## config.mk

```make
export PLATFORM = sky130hd
export DESIGN_NAME = bit_test_branch
export DESIGN_NICKNAME = d
export VERILOG_FILES = /design/src/rtl/tbb_pkg.sv /design/src/rtl/tbb_bit_select.sv /design/src/rtl/tbb_wrap_add.sv /design/src/rtl/bit_test_branch.sv
export SDC_FILE = /design/constraint.sdc
export NUM_CORES = 1
export LEC_CHECK = 0
export BUFFER_PORTS_ARGS = -buffer_cell sky130_fd_sc_hd__buf_4
export CAP_MARGIN = 10
export CORE_MARGIN = 2
export CORE_UTILIZATION = 45
export DETAILED_ROUTE_END_ITERATION = 8
export GPL_ROUTABILITY_DRIVEN = 0
export GPL_TIMING_DRIVEN = 0
export PLACE_DENSITY_LB_ADDON = 0.25
export SLEW_MARGIN = 20
export SYNTH_ARGS = -nofsm -noshare
export SYNTH_HDL_FRONTEND = slang
export SYNTH_SLANG_ARGS = --single-unit
export TNS_END_PERCENT = 50
```

## constraint.sdc

```tcl
create_clock -name clk -period 3.4 [get_ports clk]
set_input_delay 0.17 -clock clk [delete_from_list [all_inputs] [get_ports clk]]
set_output_delay 0.17 -clock clk [all_outputs]
set_load 0.02 [all_outputs]
```

## src/rtl/tbb_pkg.sv

```systemverilog
package tbb_pkg;

    localparam int unsigned CODE_W  = 3;
    localparam int unsigned N_CODES = 1 << CODE_W;

    typedef enum logic {
        TGT_PC   = 1'b0,
        TGT_CREG = 1'b1
    } tbb_target_e;

    // Sparse tested-bit map: five low bits, then the top bit of the
    // lower quarter, lower half and whole pair.
    function automatic int unsigned tbb_bit_pos(input int unsigned code,
                                                input int unsigned pair_w);
        int unsigned pos;
        if (code < 5)       pos = code;
        else if (code == 5) pos = pair_w / 4 - 1;
        else if (code == 6) pos = pair_w / 2 - 1;
        else                pos = pair_w - 1;
        return pos;
    endfunction

endpackage

```

## src/rtl/tbb_bit_select.sv

```systemverilog
module tbb_bit_select
    import tbb_pkg::*;
#(
    parameter int unsigned PAIR_W = 32
) (
    input  logic [PAIR_W-1:0] pair,
    input  logic [CODE_W-1:0] code,
    output logic              sel_bit
);

    logic [N_CODES-1:0] cand;

    for (genvar k = 0; k < N_CODES; k++) begin : g_cand
        localparam int unsigned POS = tbb_bit_pos(k, PAIR_W);
        assign cand[k] = pair[POS];
    end

    assign sel_bit = cand[code];

endmodule

```

## src/rtl/tbb_wrap_add.sv

```systemverilog
module tbb_wrap_add #(
    parameter int unsigned W  = 12,
    parameter int unsigned DW = 5
) (
    input  logic [W-1:0]  base,
    input  logic [DW-1:0] inc,
    input  logic          cin,
    output logic [W-1:0]  sum
);

    localparam int unsigned PAD = W - DW;

    assign sum = base + {{PAD{1'b0}}, inc} + {{(W-1){1'b0}}, cin};

endmodule

```

## src/rtl/bit_test_branch.sv

```systemverilog
module bit_test_branch
    import tbb_pkg::*;
#(
    parameter int unsigned PAIR_W = 32,
    parameter int unsigned PC_W   = 12,
    parameter int unsigned C_W    = 16,
    parameter int unsigned DISP_W = 5
) (
    input  logic              clk,
    input  logic              rst,
    input  logic              exec_en,
    input  logic [PAIR_W-1:0] pair_val,
    input  logic [CODE_W-1:0] bit_code,
    input  logic              want_one,
    input  logic [DISP_W-1:0] disp,
    input  logic              to_creg,
    input  logic [PC_W-1:0]   pc_cur,
    input  logic [C_W-1:0]    c_cur,
    output logic              taken_o,
    output logic [PC_W-1:0]   pc_new,
    output logic [C_W-1:0]    c_new
);

    typedef struct packed {
        logic            taken;
        logic [PC_W-1:0] pc;
        logic [C_W-1:0]  c;
    } outcome_t;

    outcome_t    state_d, state_q;
    logic        tested_bit;
    logic        cond_hit;
    tbb_target_e target;
    logic [DISP_W-1:0] pc_inc;
    logic [DISP_W-1:0] c_inc;
    logic [PC_W-1:0]   pc_sum;
    logic [C_W-1:0]    c_sum;

    tbb_bit_select #(.PAIR_W(PAIR_W)) u_sel (
        .pair    (pair_val),
        .code    (bit_code),
        .sel_bit (tested_bit)
    );

    assign target   = tbb_target_e'(to_creg);
    assign cond_hit = (tested_bit == want_one);
    assign pc_inc   = (cond_hit && target == TGT_PC)   ? disp : '0;
    assign c_inc    = (cond_hit && target == TGT_CREG) ? disp : '0;

    tbb_wrap_add #(.W(PC_W), .DW(DISP_W)) u_pc_add (
        .base (pc_cur),
        .inc  (pc_inc),
        .cin  (1'b1),
        .sum  (pc_sum)
    );

    tbb_wrap_add #(.W(C_W), .DW(DISP_W)) u_c_add (
        .base (c_cur),
        .inc  (c_inc),
        .cin  (1'b0),
        .sum  (c_sum)
    );

    always_comb begin
        state_d = state_q;
        if (exec_en) begin
            state_d.taken = cond_hit;
            state_d.pc    = pc_sum;
            state_d.c     = c_sum;
        end
    end

    always_ff @(posedge clk) begin
        if (rst) state_q <= '0;
        else     state_q <= state_d;
    end

    assign taken_o = state_q.taken;
    assign pc_new  = state_q.pc;
    assign c_new   = state_q.c;

endmodule

```

==> results of run 1 <==
synth_stat cells, types with 2 or more instances:
cell type   n  share of area
a211o_1     4          0.018
buf_1       3         0.0059
fa_1        2          0.021
o22ai_1     3         0.0098
a31oi_1     2         0.0065
a2111oi_0   2         0.0091
nor3b_1     4          0.016
a211oi_1    7          0.027
nor2_1     28          0.055
or4_1       7          0.027
a21oi_1     6          0.016
o31ai_1     6          0.023
inv_1       6          0.012
mux2i_1     3          0.016
a311oi_1   13          0.059
clkbuf_1    8          0.016
or3_1       7          0.023
o21ai_0     9          0.023
nor3_1      2         0.0052
ha_1       10          0.065
nand3_1     4          0.010
o211ai_1    3          0.012
nand2_1    13          0.025
xnor2_1     4          0.018
o21a_1      3          0.012
xor2_1      2         0.0091
and3_1      7          0.023
dfxtp_1    29           0.30
nand4_1     3         0.0098
and4_1      3          0.014
mux4_1      2          0.027
a21o_1      6          0.023
flip-flops by register name, indices dropped and copies added (netlist names):
signal	count
taken_o	1
c_new	16
pc_new	12
area by class of cell:
cell class,count,share of cell area
multi-input cells,176,0.480
flip-flops and latches,29,0.218
repair buffers,76,0.214
clock buffers,7,0.0362
well taps,50,0.0235
plain buffers,12,0.0174
inverters,6,0.00846
clock inverters,1,0.00188
logic make-up (layout without fill, tap and decap cells):
| logic type | after synthesis | count (layout) | synth area share |
|---|---|---|---|
| AOI/OAI and AO/OA | 68 | 68 | 0.260 |
| xor gates and xnor gates | 7 | 7 | 0.0358 |
| adders and majority gates | 12 | 12 | 0.0859 |
| buffers and inverters | 18 | 102 | 0.0358 |
| DFF | 29 | 29 | 0.302 |
| muxes | 6 | 6 | 0.0547 |
| and+or+nand+nor | 83 | 83 | 0.225 |
routing by layer:
layer	track usage	vias to the layer above	part of all wire
li1	-	1035	-
met1	0.268	927	0.46
met2	0.354	61	0.47
met3	0.0552	7	0.061
met4	0.0654	0	0.013
met5	0	-	0
report_power, final:
group	internal (mW)	switching (mW)	total, mW
Sequential	0.369	0.0151	0.384
Clock	0.183	0.133	0.316
Combinational	0.146	0.169	0.314
Total	0.697	0.317	1.01
worst max-delay path: stages:
cell,delay (ns)
buf_4,0.09
mux4_1,0.59
mux2i_4,0.24
xor2_2,0.14
and3_1,0.21
ha_1,0.20
fa_1,0.40
a21o_1,0.22
a31oi_2,0.44
o31ai_1,0.14
a311oi_1,0.29
stage by stage:
step | area (sq um) | setup WS [ns] | hold slack, ns
global placement | 2550 | 0.0196 | 0.453
floorplan | 1920 | 0.467 | 0.341
global route | 2660 | 0.183 | 0.196
CTS | 2660 | 0.236 | 0.175
detailed placement | 2550 | -0.0532 | 0.460
finish | 2660 | 0.442 | 0.176
path summary, 6_finish.rpt:
path                     from   endpoint  slack [ns]  depth (start not counted)
setup reg to reg    pc_new[9]  pc_new[9]        2.58                          2
hold reg to reg     pc_new[4]  pc_new[4]        0.47                          2
hold / removal      c_cur[15]  c_new[15]        0.18                          3
setup / recovery  bit_code[0]  c_new[14]        0.44                         11
timing repair:
| item | 4_1_cts | 5_1_grt |
|---|---|---|
| setup endpoints to repair | 0 | 3 |
| buffers inserted | 0 | 0 |
| gates resized for setup | 0 | 1 |
cell usage in the layout, fill, tap and decap left out, drive strengths merged, types with 4 or more instances in the layout:
cell type,instances
buf,80
dfxtp,29
nor2,28
clkbuf,15
nand2,13
a311oi,13
ha,10
o21ai,9
and3,8
a211oi,7
or3,7
or4,7
o31ai,7
inv,6
a21o,6
a21oi,6
xnor2,4
nor3b,4
a211o,4
nand3,4
mux2i,4
==> reports/qor.yml, run 1 <==
floorplanning:
  die_y_um: 69.4
  row_count: 23
  coreArea_sq_um: 4060
  initial_utilization: 0.474
  die_x_um: 69.4
  dieArea_sq_um: 4810
  ioPinCount: 102
pwr:
  power_density_nw_per_um2: 381
  finalPower_mw: 1.01
  p_leak_nw: 1.17
  peakVddDrop_mv: 0.205
layout:
  final_nets: 391
  instances_no_fill: 357
  drive_gt1_frac: 0.293
  syn2layout_area_growth_pct: 38.5
  fill_cells: 379
  n_antenna_cell: 0
  register_area_sq_um: 581
  multi_input_area_sq_um: 1280
  final_core_util: 0.656
grt:
  track_usage: 0.212
  antenna_found_initial: 0
  grt_pass1_wl_um: 8310
  grt_overflow_total: 0
  grt_pass1_vias: 1837
  grt_max_degree: 11
clock_tree:
  root_buffer: "clkbuf_8"
  cts_tree: "yes"
  clk_pin_slew_ns: 0.06
  cts_buffers: 5
  htreeDepth: 2
  max-clock-path-buffers: 2
  cts-hold-fix-buffers: 0
  clkLatencyLatePin_ns: 0.28
  clock_sinks: 29
yosys:
  ys_seq_elements: 29
  synth_edf_count: 0
  syn-num-nets: 308
  seq_area_frac_synth: 0.302
  synth.distinct_cells: 44
  yosys_warnings: 0
  netlist_area_sq_um: 1920
  avgSynthCellArea_sq_um: 8.62
  async_reset_ff_frac: 0
  syn_inst: 223
  synth_ff_type: "dfxtp_1"
run:
  maxCapViolCount: 0
min_path:
  hold_class: "input port to flop"
outcome:
  status: "finished clean"
route:
  drc_errors: 0
  totalWireLength_um: 5060
  drtIter0Drc: 110
  antenna_left: 0
  via_count: 2030
  viasPerCell: 5.69
  firstDrtPassIters: 4
  wire_per_inst_um: 14.2
critical_path:
  cp_max_fo: 10
  cp-end-kind: "flop"
  cp.required_ns: 3.58
  arrival_ns: 3.14
  startpoint_type: "input port"
  worstSetupPathType: "input port to flop"
timing:
  tightest_slew_ns: 0.586
  relSlewSlack: 0.609
  final_max_slew_viol_count: 0
  hold_viol: 0
  rsz0062_at_grt: "false"
  fin_skew_ns: 0
  min_period_ns: 2.96
  setup_violations: 0
  finalSetupTns_ns: 0
  period_share: 0.870
  max_freq_ghz: 0.338
place:
  hpwlAfterDp_um: 3920
  dpl.cell_count: 349
  portBuffers: 76
Power figures use the tool's default switching activity.
==> run 2: changes to the inputs <==
- SYNTH_HIERARCHICAL: unset -> 1
==> run 2 against run 1 <==
  * Sequential share of layout area fell by 0.44 points
  * Cell count fell by 3.9%
  * Largest cell class unchanged
  * Largest power group unchanged
  * Global-route usage fell by 2.6 points
  * Register-to-register slack improved by 0.19 ns
==> reports/qor.yml, run 2 <==
timing:
  timing.final.ws_setup_ns: 0.371  # -0.0713 ns
  hold_viol: 0  # unchanged
  rsz0062_at_grt: "false"
  max_freq_ghz: 0.330  # -2.4%
  finalSetupTns_ns: 0  # unchanged
  min_period_ns: 3.03  # +0.0713 ns
  setup_violations: 0  # unchanged
  fin_skew_ns: 0  # unchanged
  worst_hold_slack_ns: 0.185  # +0.00916 ns
  final_max_slew_viol_count: 0  # unchanged
  period_share: 0.891  # +0.0210
grt:
  grt_overflow_total: 0  # unchanged
  grt_pass1_wl_um: 7160  # -14%
  grt_max_degree: 11  # unchanged
  antenna_found_initial: 0  # unchanged
  grt_pass1_vias: 1625  # -12%
  track_usage: 0.186  # -0.0259
place:
  hpwlAfterDp_um: 3570  # -9.1%
  placed_cell_area_sq_um: 2620  # +2.4%
  portBuffers: 75  # -1.3%
  dp_slack_ns: 0.0378  # +0.0910 ns
route:
  drc_errors: 0  # unchanged
  wl_met2_um: 2260  # -4.9%
  via_count: 1701  # -16%
  totalWireLength_um: 4470  # -12%
  viasPerCell: 4.96  # -13%
  antenna_left: 0  # unchanged
  firstDrtPassIters: 4  # unchanged
  drtIter0Drc: 74  # -33%
  wl_met3_um: 263  # -15%
  wire_per_inst_um: 13.0  # -8.0%
  wl_met1_um: 1870  # -19%
  top_layer_used: "met4"
yosys:
  syn-num-nets: 293  # -4.9%
  ys_top_cells_by_count: "nor2_1, dfxtp_1, mux2i_1"
  netlist_area_sq_um: 1990  # +3.5%
  async_reset_ff_frac: 0  # unchanged
  synth.area.top_cells: "dfxtp_1, mux2i_1, xnor2_1, nor2_1, ha_1"
  synth_most_common_cell: "nor2_1"
  seq_area_frac_synth: 0.292  # -0.0101
  synth.distinct_cells: 45  # +2.3%
  syn_inst: 208  # -6.7%
  synth_edf_count: 0  # unchanged
  avgSynthCellArea_sq_um: 9.56  # +11%
  ys_seq_elements: 29  # unchanged
  synth_ff_type: "dfxtp_1"
  yosys_warnings: 6  # +6
  synth_top_area_frac: 0.292  # -0.0101
  yosysTopAreaCell: "dfxtp_1"
clock_tree:
  post-cts-setup-buffer-count: 0  # unchanged
  postCtsResizedCells: 0  # unchanged
  clk_pin_slew_ns: 0.06  # about the same
  htreeDepth: 2  # unchanged
  cts_buffers: 5  # unchanged
  cts-hold-fix-buffers: 0  # unchanged
  cts_tree: "yes"
  max-clock-path-buffers: 2  # unchanged
  clkLatencyLatePin_ns: 0.28  # about the same
  root_buffer: "clkbuf_8"
  clock_sinks: 29  # unchanged
critical_path:
  arrival_ns: 3.20  # +0.06 ns
  cp-end-kind: "flop"
  startpoint_type: "input port"
  cp.required_ns: 3.57  # about the same
  cp_max_fo: 6  # -4
  worstSetupPathType: "input port to flop"
  reg2regPathDepth: 2  # unchanged
layout:
  final_nets: 375  # -4.1%
  largest_register_ffs: 16  # unchanged
  final_common_cell: "buf_4"
  n_antenna_cell: 0  # unchanged
  syn2layout_area_growth_pct: 36.7
  final_core_util: 0.633  # -0.0233
  fin_area_sq_um: 2720  # +2.1%
  final_cell_mix: "buf_4, nor2_1, dfxtp_1"
  drive_gt1_frac: 0.347  # +0.0539
pwr:
  p_int_mw: 0.718  # +3.0%
  p_seq_frac: 0.374  # -0.005
  power_density_nw_per_um2: 378  # -0.74%
  p_leak_nw: 1.33  # +14%
  power.share.switching: 0.301  # -0.0115
  clkPwrFrac: 0.305  # -0.006
  peakVddDrop_mv: 0.154  # -25%
  power_frac_comb: 0.321  # +0.011
  switchingPower_mw: 0.309  # -2.4%
run:
  maxCapViolCount: 0  # unchanged
floorplanning:
  ioPinCount: 102  # unchanged
  die_y_um: 70.5  # +1.6%
  coreArea_sq_um: 4290  # +5.8%
  die_x_um: 70.5  # +1.6%
  row_count: 24  # +4.3%
  initial_utilization: 0.463  # -0.0106
  dieArea_sq_um: 4970  # +3.3%
outcome:
  status: "finished clean"
min_path:
  hold_class: "input port to flop"
  hold_depth: 3  # unchanged
run 2: changes by cell type in the layout (fill, tap and decap cells not counted), moves of 10 or more:
cell / previous run / this run
mux2i_1: 3 / 28
xnor2_1: 4 / 16
nand2_1: 13 / 3
a311oi_1: 13 / 0
run 2: stage by stage:
step | total power [mW] | instances
2_1_floorplan | 0.598 | 208
3_3_place_gp | 0.717 | 335
3_5_place_dp | 0.722 | 335
4_1_cts | 1.04 | 343
5_1_grt | 1.09 | 343
6_report | 1.03 | 343
run 2: power groups by stage:
stage               Clock [mW]  Combinational [mW]  Sequential (mW)
detailed placement           0               0.331            0.392
global route             0.339               0.362            0.389
global placement             0               0.326            0.391
CTS                      0.324               0.333            0.385
finish                   0.313               0.330            0.384
floorplan                    0               0.172            0.426
run 2: routing by layer:
metal	vias to the layer above	track usage
li1	879	-
met1	769	0.218
met2	46	0.318
met3	7	0.0563
met4	0	0.0705
met5	-	0
run 2: cell families after synthesis:
group	after synthesis	share of synthesized area
xor gates and xnor gates	24	0.110
AOI/OAI and AO/OA	30	0.109
and+or+nand+nor	63	0.165
buffers and inverters	17	0.0573
DFF	29	0.292
adders and majority gates	12	0.0906
other	2	0.00378
muxes	31	0.173
run 2: area by class of cell:
cell class | count | area (sq um)
Fill cell | 383 | 1580
Multi-Input combinational cell | 162 | 1290
Sequential cell | 29 | 581
Timing Repair Buffer | 75 | 563
Clock buffer | 7 | 96.3
Buffer | 9 | 83.8
Tap cell | 52 | 65.1
Inverter | 8 | 30.0
Clock inverter | 1 | 5.00
run 2: final timing paths:
| path | slack [ns] | endpoint | start |
|---|---|---|---|
| worst max-delay path | 0.37 | c_new[14] | bit_code[0] |
| worst min-delay path | 0.19 | taken_o | rst |
| worst max register to register | 2.77 | c_new[15] | c_new[15] |
| worst min register to register | 0.50 | pc_new[5] | pc_new[5] |
run 2: critical path, stage by stage:
cell       delay (ns)
buf_4            0.10
mux4_1           0.53
mux2_2           0.32
xnor2_1          0.18
and3_1           0.23
fa_1             0.41
inv_1            0.09
fa_1             0.26
nor2b_4          0.06
o31a_4           0.30
o2111ai_1        0.22
xnor2_1          0.10
mux2i_1          0.16
nor2_1           0.05
==> run 3: changes to the inputs <==
- CELL_PAD_IN_SITES_DETAIL_PLACEMENT: unset -> 0
- CELL_PAD_IN_SITES_GLOBAL_PLACEMENT: unset -> 1
- CORE_UTILIZATION: 45 -> 33
- RECOVER_POWER: unset -> 25
- SLEW_MARGIN: 20 -> 10
==> run 3 against run 2 <==
  * Sequential power about the same
  * Register-to-register slack about the same
  * Critical path depth unchanged
  * Routed wire length up 5.7%
  * Via count down 0.47%
  * Fmax up 0.34%
  * Clock-buffer cell count unchanged
  * Worst hold slack better by 0.013 ns
  * Final area down 1.4%
  * Largest cell class unchanged
  * Largest power group unchanged
==> reports/qor.yml, run 3 (synthesized netlist as in run 2, its figures left out) <==
outcome:
  status: "finished clean"
layout:
  syn2layout_area_growth_pct: 34.7
  largest_register_ffs: 16  # unchanged
  n_antenna_cell: 0  # unchanged
  final_common_cell: "buf_4"
  fin_area_sq_um: 2680  # -1.4%
  final_cell_mix: "buf_4, nor2_1, dfxtp_1"
  instances_no_fill: 365  # +6.4%
  final_nets: 375  # unchanged
  drive_gt1_frac: 0.293  # -0.0540
  fill_cells: 614  # +60%
clock_tree:
  cts_buffers: 5  # unchanged
  clk_pin_slew_ns: 0.06  # about the same
  postCtsResizedCells: 0  # unchanged
  clkLatencyLatePin_ns: 0.27  # about the same
  cts-hold-fix-buffers: 0  # unchanged
  max-clock-path-buffers: 2  # unchanged
  clock_sinks: 29  # unchanged
  htreeDepth: 2  # unchanged
  root_buffer: "clkbuf_8"
  cts_tree: "yes"
  post-cts-setup-buffer-count: 0  # unchanged
floorplanning:
  row_count: 28  # +17%
  die_y_um: 81.6  # +16%
  coreArea_sq_um: 5890  # +37%
  dieArea_sq_um: 6660  # +34%
  die_x_um: 81.6  # +16%
  ioPinCount: 102  # unchanged
  initial_utilization: 0.338  # -0.125
place:
  dpl.cell_count: 358  # +6.9%
  placed_cell_area_sq_um: 2650  # +1.1%
  hpwlAfterDp_um: 3840  # +7.6%
  dp_slack_ns: 0.0149  # -0.0229 ns
  portBuffers: 75  # unchanged
pwr:
  power_density_nw_per_um2: 369  # -2.5%
  clkPwrFrac: 0.288  # -0.017
  power.share.switching: 0.307  # +0.00593
  p_seq_frac: 0.389  # +0.015
  switchingPower_mw: 0.303  # -2.0%
  p_leak_nw: 1.26  # -5.0%
  power_frac_comb: 0.323  # +0.002
  peakVddDrop_mv: 0.137  # -11%
  p_int_mw: 0.684  # -4.7%
  finalPower_mw: 0.988  # -3.9%
grt:
  grt_pass1_vias: 1624  # -0.062%
  grt_pass1_wl_um: 7370  # +3.0%
  grt_max_degree: 11  # unchanged
  use_met1: 0.184  # -0.0339
  grt_busiest_layer: "met2"
  antenna_found_initial: 0  # unchanged
  grt_overflow_total: 0  # unchanged
  grt_use_met2: 0.241  # -0.0766
  track_usage: 0.146  # -0.0401
  gr-usage-met3: 0.0396  # -0.0167
route:
  via_count: 1693  # -0.47%
  antenna_left: 0  # unchanged
  drc_errors: 0  # unchanged
  totalWireLength_um: 4720  # +5.7%
  firstDrtPassIters: 4  # unchanged
  wire_per_inst_um: 12.9  # -0.67%
  drtIter0Drc: 43  # -42%
  viasPerCell: 4.64  # -6.5%
timing:
  fin_skew_ns: 0  # unchanged
  period_share: 0.888  # -0.00303
  hold_viol: 0  # unchanged
  finalSetupTns_ns: 0  # unchanged
  max_freq_ghz: 0.331  # +0.34%
  timing.final.ws_setup_ns: 0.381  # +0.0103 ns
  rsz0062_at_grt: "false"
  min_period_ns: 3.02  # -0.0103 ns
  setup_violations: 0  # unchanged
  final_max_slew_viol_count: 0  # unchanged
min_path:
  hold_class: "input port to flop"
run:
  maxCapViolCount: 0  # unchanged
critical_path:
  worstSetupPathType: "input port to flop"
  arrival_ns: 3.18  # -0.02 ns
  cp-end-kind: "flop"
  cp.required_ns: 3.56  # about the same
  startpoint_type: "input port"
  cp_max_fo: 6  # unchanged
-- run 3: area by class of cell --
type	count	area (sq um)	area share
Inverter	8	30.0	0.0112
Timing Repair Buffer	75	510	0.191
Sequential cell	29	581	0.217
Tap cell	75	93.8	0.0350
Buffer	9	83.8	0.0313
Multi-Input combinational cell	162	1290	0.483
Clock buffer	7	86.3	0.0322
-- run 3: layer usage --
metal / share of wire / vias to the layer above
met5: 0 / -
met4: 0.013 / 0
met3: 0.060 / 5
met2: 0.48 / 43
met1: 0.45 / 767
li1: - / 878
-- run 3: power groups by stage --
stage,registers [mW],logic [mW],clock network (mW)
2_1_floorplan,0.426,0.172,0
3_3_place_gp,0.391,0.331,0
3_5_place_dp,0.392,0.333,0
4_1_cts,0.385,0.335,0.300
5_1_grt,0.388,0.352,0.311
6_report,0.384,0.319,0.285
-- run 3: worst max-delay path, cell delays in order --
cell,delay [ns]
buf_4,0.09
mux4_1,0.53
mux2_2,0.33
xnor2_1,0.31
and3_1,0.25
fa_1,0.21
inv_1,0.06
fa_1,0.44
nor2b_4,0.16
o31a_4,0.17
o2111ai_1,0.12
xnor2_1,0.15
mux2i_1,0.15
nor2_1,0.05
-- run 3: metrics by stage --
step,hold slack (ns),utilization
final,0.198,0.455
after global placement,0.473,0.449
after detailed placement,0.484,0.449
after global routing,0.197,0.455
after floorplan,0.372,-
after CTS,0.191,0.464
-- run 3: path summary, 6_finish.rpt --
kind | start | endpoint | slack, ns | cells after the start
worst min-delay path | rst | taken_o | 0.20 | 3
worst max register to register | taken_o | taken_o | 2.77 | 2
worst min register to register | pc_new[3] | pc_new[3] | 0.49 | 2
worst max-delay path | bit_code[0] | c_new[10] | 0.38 | 14
